$ cat src/rtl/fold_enc_pkg.sv
package fold_enc_pkg;
    typedef enum logic [0:0] {
        ST_EMPTY = 1'b0,
        ST_FULL  = 1'b1
    } enc_state_t;
endpackage

$ cat src/rtl/fold_fine_count.sv
module fold_fine_count #(
    parameter int FOLDS  = 4,
    parameter int FINE_W = $clog2(FOLDS)
) (
    input  logic [FOLDS-1:0]  fold,
    input  logic              falling,
    output logic [FINE_W-1:0] fine
);
    localparam logic [FINE_W:0] FINE_MAX = (FINE_W+1)'(FOLDS - 1);

    logic [FOLDS-1:0] aligned;
    logic [FINE_W:0]  tally;

    // Align every folder to a rising slope before counting.
    genvar g;
    generate
        for (g = 0; g < FOLDS; g++) begin : g_align
            assign aligned[g] = fold[g] ^ falling;
        end
    endgenerate

    always_comb begin
        tally = '0;
        for (int i = 0; i < FOLDS; i++) begin
            tally = tally + {{FINE_W{1'b0}}, aligned[i]};
        end
        if (tally > FINE_MAX) begin
            fine = FINE_MAX[FINE_W-1:0];
        end else begin
            fine = tally[FINE_W-1:0];
        end
    end
endmodule

$ cat src/rtl/fold_enc_fsm.sv
module fold_enc_fsm
    import fold_enc_pkg::*;
(
    input  logic clk,
    input  logic rst_n,
    input  logic in_valid,
    output logic load,
    output logic out_valid
);
    enc_state_t state, state_nx;

    always_ff @(posedge clk or negedge rst_n) begin
        if (!rst_n) begin
            state <= ST_EMPTY;
        end else begin
            state <= state_nx;
        end
    end

    always_comb begin
        state_nx = state;
        unique case (state)
            ST_EMPTY: state_nx = in_valid ? ST_FULL : ST_EMPTY;
            ST_FULL:  state_nx = in_valid ? ST_FULL : ST_EMPTY;
            default:  state_nx = ST_EMPTY;
        endcase
    end

    always_comb begin
        load      = in_valid;
        out_valid = 1'b0;
        unique case (state)
            ST_EMPTY: out_valid = 1'b0;
            ST_FULL:  out_valid = 1'b1;
            default:  out_valid = 1'b0;
        endcase
    end


    latency_one_chk: assert property (@(posedge clk) disable iff (!rst_n)
        in_valid |=> out_valid);


    drain_chk: assert property (@(posedge clk) disable iff (!rst_n)
        !in_valid |=> !out_valid);
endmodule

$ cat src/rtl/fold_encoder.sv
module fold_encoder #(
    parameter int COARSE_W = 2,
    parameter int FOLDS    = 4
) (
    input  logic                         clk,
    input  logic                         rst_n,
    input  logic                         in_valid,
    input  logic [COARSE_W-1:0]          coarse_in,
    input  logic [FOLDS-1:0]             fold_in,
    output logic                         out_valid,
    output logic [COARSE_W+$clog2(FOLDS)-1:0] code_out
);
    localparam int FINE_W = $clog2(FOLDS);
    localparam int CODE_W = COARSE_W + FINE_W;

    logic              load;
    logic [FINE_W-1:0] fine;

    fold_enc_fsm u_fsm (
        .clk       (clk),
        .rst_n     (rst_n),
        .in_valid  (in_valid),
        .load      (load),
        .out_valid (out_valid)
    );

    // The low coarse bit selects the fold direction: 1 means falling.
    fold_fine_count #(
        .FOLDS  (FOLDS),
        .FINE_W (FINE_W)
    ) u_count (
        .fold    (fold_in),
        .falling (coarse_in[0]),
        .fine    (fine)
    );

    always_ff @(posedge clk or negedge rst_n) begin
        if (!rst_n) begin
            code_out <= '0;
        end else if (load) begin
            code_out <= {coarse_in, fine};
        end
    end


    coarse_pass_chk: assert property (@(posedge clk) disable iff (!rst_n)
        in_valid |=> (code_out[CODE_W-1:FINE_W] == $past(coarse_in)));


    hold_chk: assert property (@(posedge clk) disable iff (!rst_n)
        !in_valid |=> $stable(code_out));
endmodule

$ cat config.mk
export PLATFORM = sky130hd
export DESIGN_NAME = fold_encoder
export DESIGN_NICKNAME = d
export VERILOG_FILES = /design/src/rtl/fold_enc_pkg.sv /design/src/rtl/fold_fine_count.sv /design/src/rtl/fold_enc_fsm.sv /design/src/rtl/fold_encoder.sv
export SDC_FILE = /design/constraint.sdc
export NUM_CORES = 1
export LEC_CHECK = 0
export BUFFER_PORTS_ARGS = -buffer_cell sky130_fd_sc_hd__buf_2
export CORE_AREA = 3 3 40 42
export CTS_CLUSTER_SIZE = 30
export DETAILED_ROUTE_END_ITERATION = 10
export DIE_AREA = 0 0 43 45
export GPL_TIMING_DRIVEN = 0
export HOLD_SLACK_MARGIN = 0.1
export MAX_ROUTING_LAYER = met4
export PLACE_DENSITY = 0.39
export SLEW_MARGIN = 10
export SYNTH_ARGS = -nofsm -noshare
export SYNTH_HDL_FRONTEND = slang
export SYNTH_SLANG_ARGS = --single-unit
$ cat constraint.sdc
create_clock -name clk -period 0.94 [get_ports clk]
set_input_delay 0.094 -clock clk [delete_from_list [all_inputs] [get_ports clk]]
set_output_delay 0.094 -clock clk [all_outputs]
set_load 0.02 [all_outputs]
Word-level counts from Yosys, hierarchy flattened
Index checks and enable logic that the tools add are counted.

word-level totals
  bits in latches = 0
  register bits after elaboration = 5
  output and inout bits = 5
  memories = 0
  ROM bits = 0
  word-level logic and storage cells = 14
  memory bits (writable) = 0
  input bits = 9

operators by class
  div/mod/pow operators = 0
  $add $sub $neg = 3
  reduce and logical (&&, ||, !) cells = 0
  shifts and indexed selects = 0
  multiply operators = 0
  equal/unequal tests = 0
  multiplexer cells = 3
  bitwise logic cells = 5
  order comparisons = 1

operators by type and width
  kind                                                 count
  adder 3 x 1 -> 3 bit                                 2
  bitwise XOR 1 bit                                    4
  > comparator 3 x 2 -> 1 bit (second input constant)  1
  adder 1 x 1 -> 2 bit                                 1
  2-to-1 mux 2 bit                                     1
  one-hot mux 1 bit (2 select lines)                   1
  2-to-1 mux 1 bit                                     1
  inverter 1 bit                                       1

Depth between registers and ports, before layout
  depth after elaboration = 6
  mapped depth = 6
  depth with buffers taken out = 5

Modules after synthesis
Synthesis repeated with hierarchy kept, for this count alone.

second synthesis, totals
  cell total of the unflattened synthesis = 20
  area, all modules = 266.5 um2

modules (own cells, without submodules)
  module           cells each  times used  area an instance (um2)  sequential area each (um2)
  fold_encoder     8           1           145.1                   100.1
  fold_fine_count  10          1           88.8                    0.0
  fold_enc_fsm     2           1           32.5                    25.0

Least setup slack after synthesis
No wires, ideal clock.

  kind = in2reg
  from = input port coarse_in[0]
  to = register code_out[0]
  data arrival time = 1316 ps
  stages = 6
  slack = -498 ps
  required time = 818 ps
  buffers on the path = 1
  library setup time = 122 ps
  cells stage by stage = buf_2 xor2_1 ha_1 fa_1 a21oi_1 a21oi_1

between the ends
  word-level cells in the longest chain between the ends = 6

RTL lines
  item                         RTL line               source
  start, declared              fold_encoder.sv:8      input logic [COARSE_W-1:0] coarse_in,
  bitwise XOR 1 bit            fold_fine_count.sv:18  assign aligned[g] = fold[g] ^ falling;
  adder 1 x 1 -> 2 bit         fold_fine_count.sv:25  tally = tally + {{FINE_W{1'b0}}, aligned[i]};
  adder 3 x 1 -> 3 bit         fold_fine_count.sv:25
  adder 3 x 1 -> 3 bit (*)     fold_fine_count.sv:25
  > comparator 3 x 2 -> 1 bit  fold_fine_count.sv:27  if (tally > FINE_MAX) begin
  2-to-1 mux 2 bit (*)         fold_fine_count.sv:27
  end signal, assigned         fold_encoder.sv:41     code_out <= {coarse_in, fine};
  end, declared                fold_encoder.sv:11     output logic [COARSE_W+$clog2(FOLDS)-1:0] code_out

Every way passes the cells marked *; elsewhere a longest branch is shown, timed or not.
A chain may end at the register's enable or synchronous reset.

Worst setup path in the final report
Same ends and word-level chain as after synthesis.

==> flow_summary.toml <==
[outcome]
status = "finished with violations"
violations = "negative setup slack"

[cts]
clk_pin_slew_ns = 0.04
clk_latency_ns = 0.24
cts_made_buffers = 3
cts.sinks = 5
postCtsSetupBuffers = 0
cts_tree = "built"
ctsLongestPathBuffers = 2
cts_htree_levels = 1
cts-root-buf = "clkbuf_4"

[finish]
drive_gt1_share_pct = 48.7
diodes = 0
regArea_um2 = 125
nets = 51
layout.cells.non_filler = 54
n_fill_cell = 138
synthToLayoutAreaGrowth_pct = 62.9
multiInputGateArea_um2 = 120

[detailed_routing]
wire_per_inst_um = 8.57
wirelength_um = 463
firstDrtPassIters = 1
drc = 0
drtIter0Drc = 0
vias = 208
vias_per_cell = 3.85
antenna_left = 0

[yosys]
netlist_top_cells_area = "dfrtp_1, xor2_1, mux2_2"
synth_warnings = 0
syn_inst = 20
yosysSeqAreaShare_pct = 50.8
syn_avg_cell_area_um2 = 12.3
yosys.area.top_type = "dfrtp_1"
ys_types = 8
netlist_area_um2 = 246
syn_nets = 31
synth.top_cell.area_share_pct = 50.8
ys_ff_latch = 5

[sta]
hold_violations = 0
report.final.slew_viol_count = 0
fin_skew_ns = 0
rsz0062_at_grt = "true"
tightest_slew_ns = 0.192
max_clock_freq_mhz = 880
setup-tns-final_ns = -0.385
post-route-period-util_pct = 121
max_slew_margin_pct = 87.2
fin_crit_ns = 1.14
fin_ws_ns = -0.197
setup_violations = 2

[die]
initial_core_util_pct = 19.2
io_pins = 14
dieHeight_um = 45
dieArea_um2 = 1940
die_x_um = 43
rows = 13
core_um2 = 1280

[worst_setup_path]
crit_fanout = 5
r2r-end = "code_out[3]$_DFFE_PN0P_"
critPathKind = "in -> reg"
cp-end-kind = "flop"
r2r.worst_path.cells = 1
worstPathArrival_ns = 1.26
reg2reg_slack_ns = 0.21
cp.required_ns = 1.06
rr_startpoint = "code_out[3]$_DFFE_PN0P_"
worst_setup_path_start_kind = "input port"

[power]
p_per_area_nw_per_um2 = 1810
p_leak_nw = 0.190
ir_drop_mv = 0.393
p_sw_uw = 217
p_int_uw = 511
seq_power_share_pct = 36.3
clkPwrFrac_pct = 33.6
combPwrFrac_pct = 30.1
switching_share_pct = 29.8

[placed_design]
portBuffers = 12
dp_worst_setup_slack_ns = -0.459
gp_congestion = 0.576
dp_cells = 47

[grt]
grt_pass1_wl_um = 738
grt-ovfl-total = 0
grt_pass1_vias = 189
grt_max_degree = 8
antenna_found_initial = 0
grt.total_usage_pct = 5.61

[job]
maxCapViolCount = 0

[min_path]
whs_path_depth = 2
hp-class = "in -> reg"
worstHoldEndpoint = "code_out[2]$_DFFE_PN0P_"
worstHoldStart = "coarse_in[0]"
## placed cells by master (no fill, tap or decap)
| cell | count |
|---|---|
| a21oi_1 | 2 |
| a21oi_2 | 1 |
| buf_2 | 11 |
| buf_6 | 1 |
| buf_8 | 1 |
| clkbuf_1 | 1 |
| clkbuf_4 | 3 |
| dfrtp_1 | 5 |
| dlygate4sd3_1 | 3 |
| fa_1 | 1 |
| ha_1 | 1 |
| mux2_2 | 2 |
| nor2_1 | 3 |
| xor2_1 | 4 |
## critical path, stage by stage
cell and delay (ns):
buf_8 0.11, xor2_1 0.13, ha_1 0.30, fa_1 0.45, a21oi_2 0.11, a21oi_1 0.06
## flip-flops by register name, summed over array words and instances, names as in the netlist
name and count:
u_fsm.state 1, code_out 4
## through the flow
| step | instance area, um^2 | util [%] | hold slack (ns) | power [mW] |
|---|---|---|---|---|
| after global routing | 402 | 31.3 | 0.112 | 0.765 |
| final | 402 | 31.3 | 0.111 | 0.728 |
| after CTS | 398 | 31.0 | 0.105 | 0.730 |
| after floorplan | 256 | - | -0.202 | 0.393 |
| after global placement | 335 | 26.1 | -0.0899 | 0.457 |
| after detailed placement | 335 | 26.1 | -0.0862 | 0.461 |
## cells in the mapped netlist
cell and count:
ha_1 1, dfrtp_1 5, nor2_1 3, fa_1 1, mux2_2 2, xor2_1 4, buf_2 1, a21oi_1 3
## worst max-delay path by stage
stage / startpoint / to / slack, ns / cells past startpoint
2_1_floorplan: coarse_in[0] / code_out[0]$_DFFE_PN0P_ / -0.41 / 6
3_3_place_gp: fold_in[1] / code_out[0]$_DFFE_PN0P_ / -0.46 / 6
3_5_place_dp: fold_in[1] / code_out[0]$_DFFE_PN0P_ / -0.46 / 6
4_1_cts: coarse_in[0] / code_out[0]$_DFFE_PN0P_ / -0.20 / 6
5_1_grt: coarse_in[0] / code_out[1]$_DFFE_PN0P_ / -0.24 / 6
6_report: coarse_in[0] / code_out[0]$_DFFE_PN0P_ / -0.20 / 6
## metal layers
metal,vias to the layer above,GRT usage (%),part of all wire (%)
li1,103,-,-
met1,92,6.13,42
met2,13,7.49,44
met3,0,1.20,14
met4,0,7.23,0
met5,-,-,0
## power groups by stage
stage | sequential (mW) | clock [mW] | combinational [mW]
6_report | 0.264 | 0.245 | 0.219
5_1_grt | 0.267 | 0.260 | 0.237
4_1_cts | 0.265 | 0.258 | 0.208
3_5_place_dp | 0.267 | 0 | 0.194
3_3_place_gp | 0.265 | 0 | 0.192
2_1_floorplan | 0.310 | 0 | 0.0827
## cell families after synthesis
| family | share of synthesized area (%) |
|---|---|
| multiplexers | 9.14 |
| adder cells (fa/ha/maj) | 13.2 |
| AO/OA/AOI/OAI | 6.09 |
| buffers and inverters | 2.03 |
| AND/OR/NAND/NOR | 4.57 |
| flip-flops | 50.8 |
| XOR/XNOR | 14.2 |
## cell type report
class	count	share of cell area, %
flip-flops and latches	5	31.2
plain buffers	1	3.74
multi-input cells	14	29.9
well taps	15	4.67
clock buffers	4	6.54
repair buffers	15	24.0
## what timing repair did
action | 4_1_cts | 5_1_grt
resized for setup | 1 | 1
hold buffers | 3 | 0
hold endpoints to repair | 7 | 0
setup endpoints to repair | 2 | 2
Power figures use the tool's default switching activity.
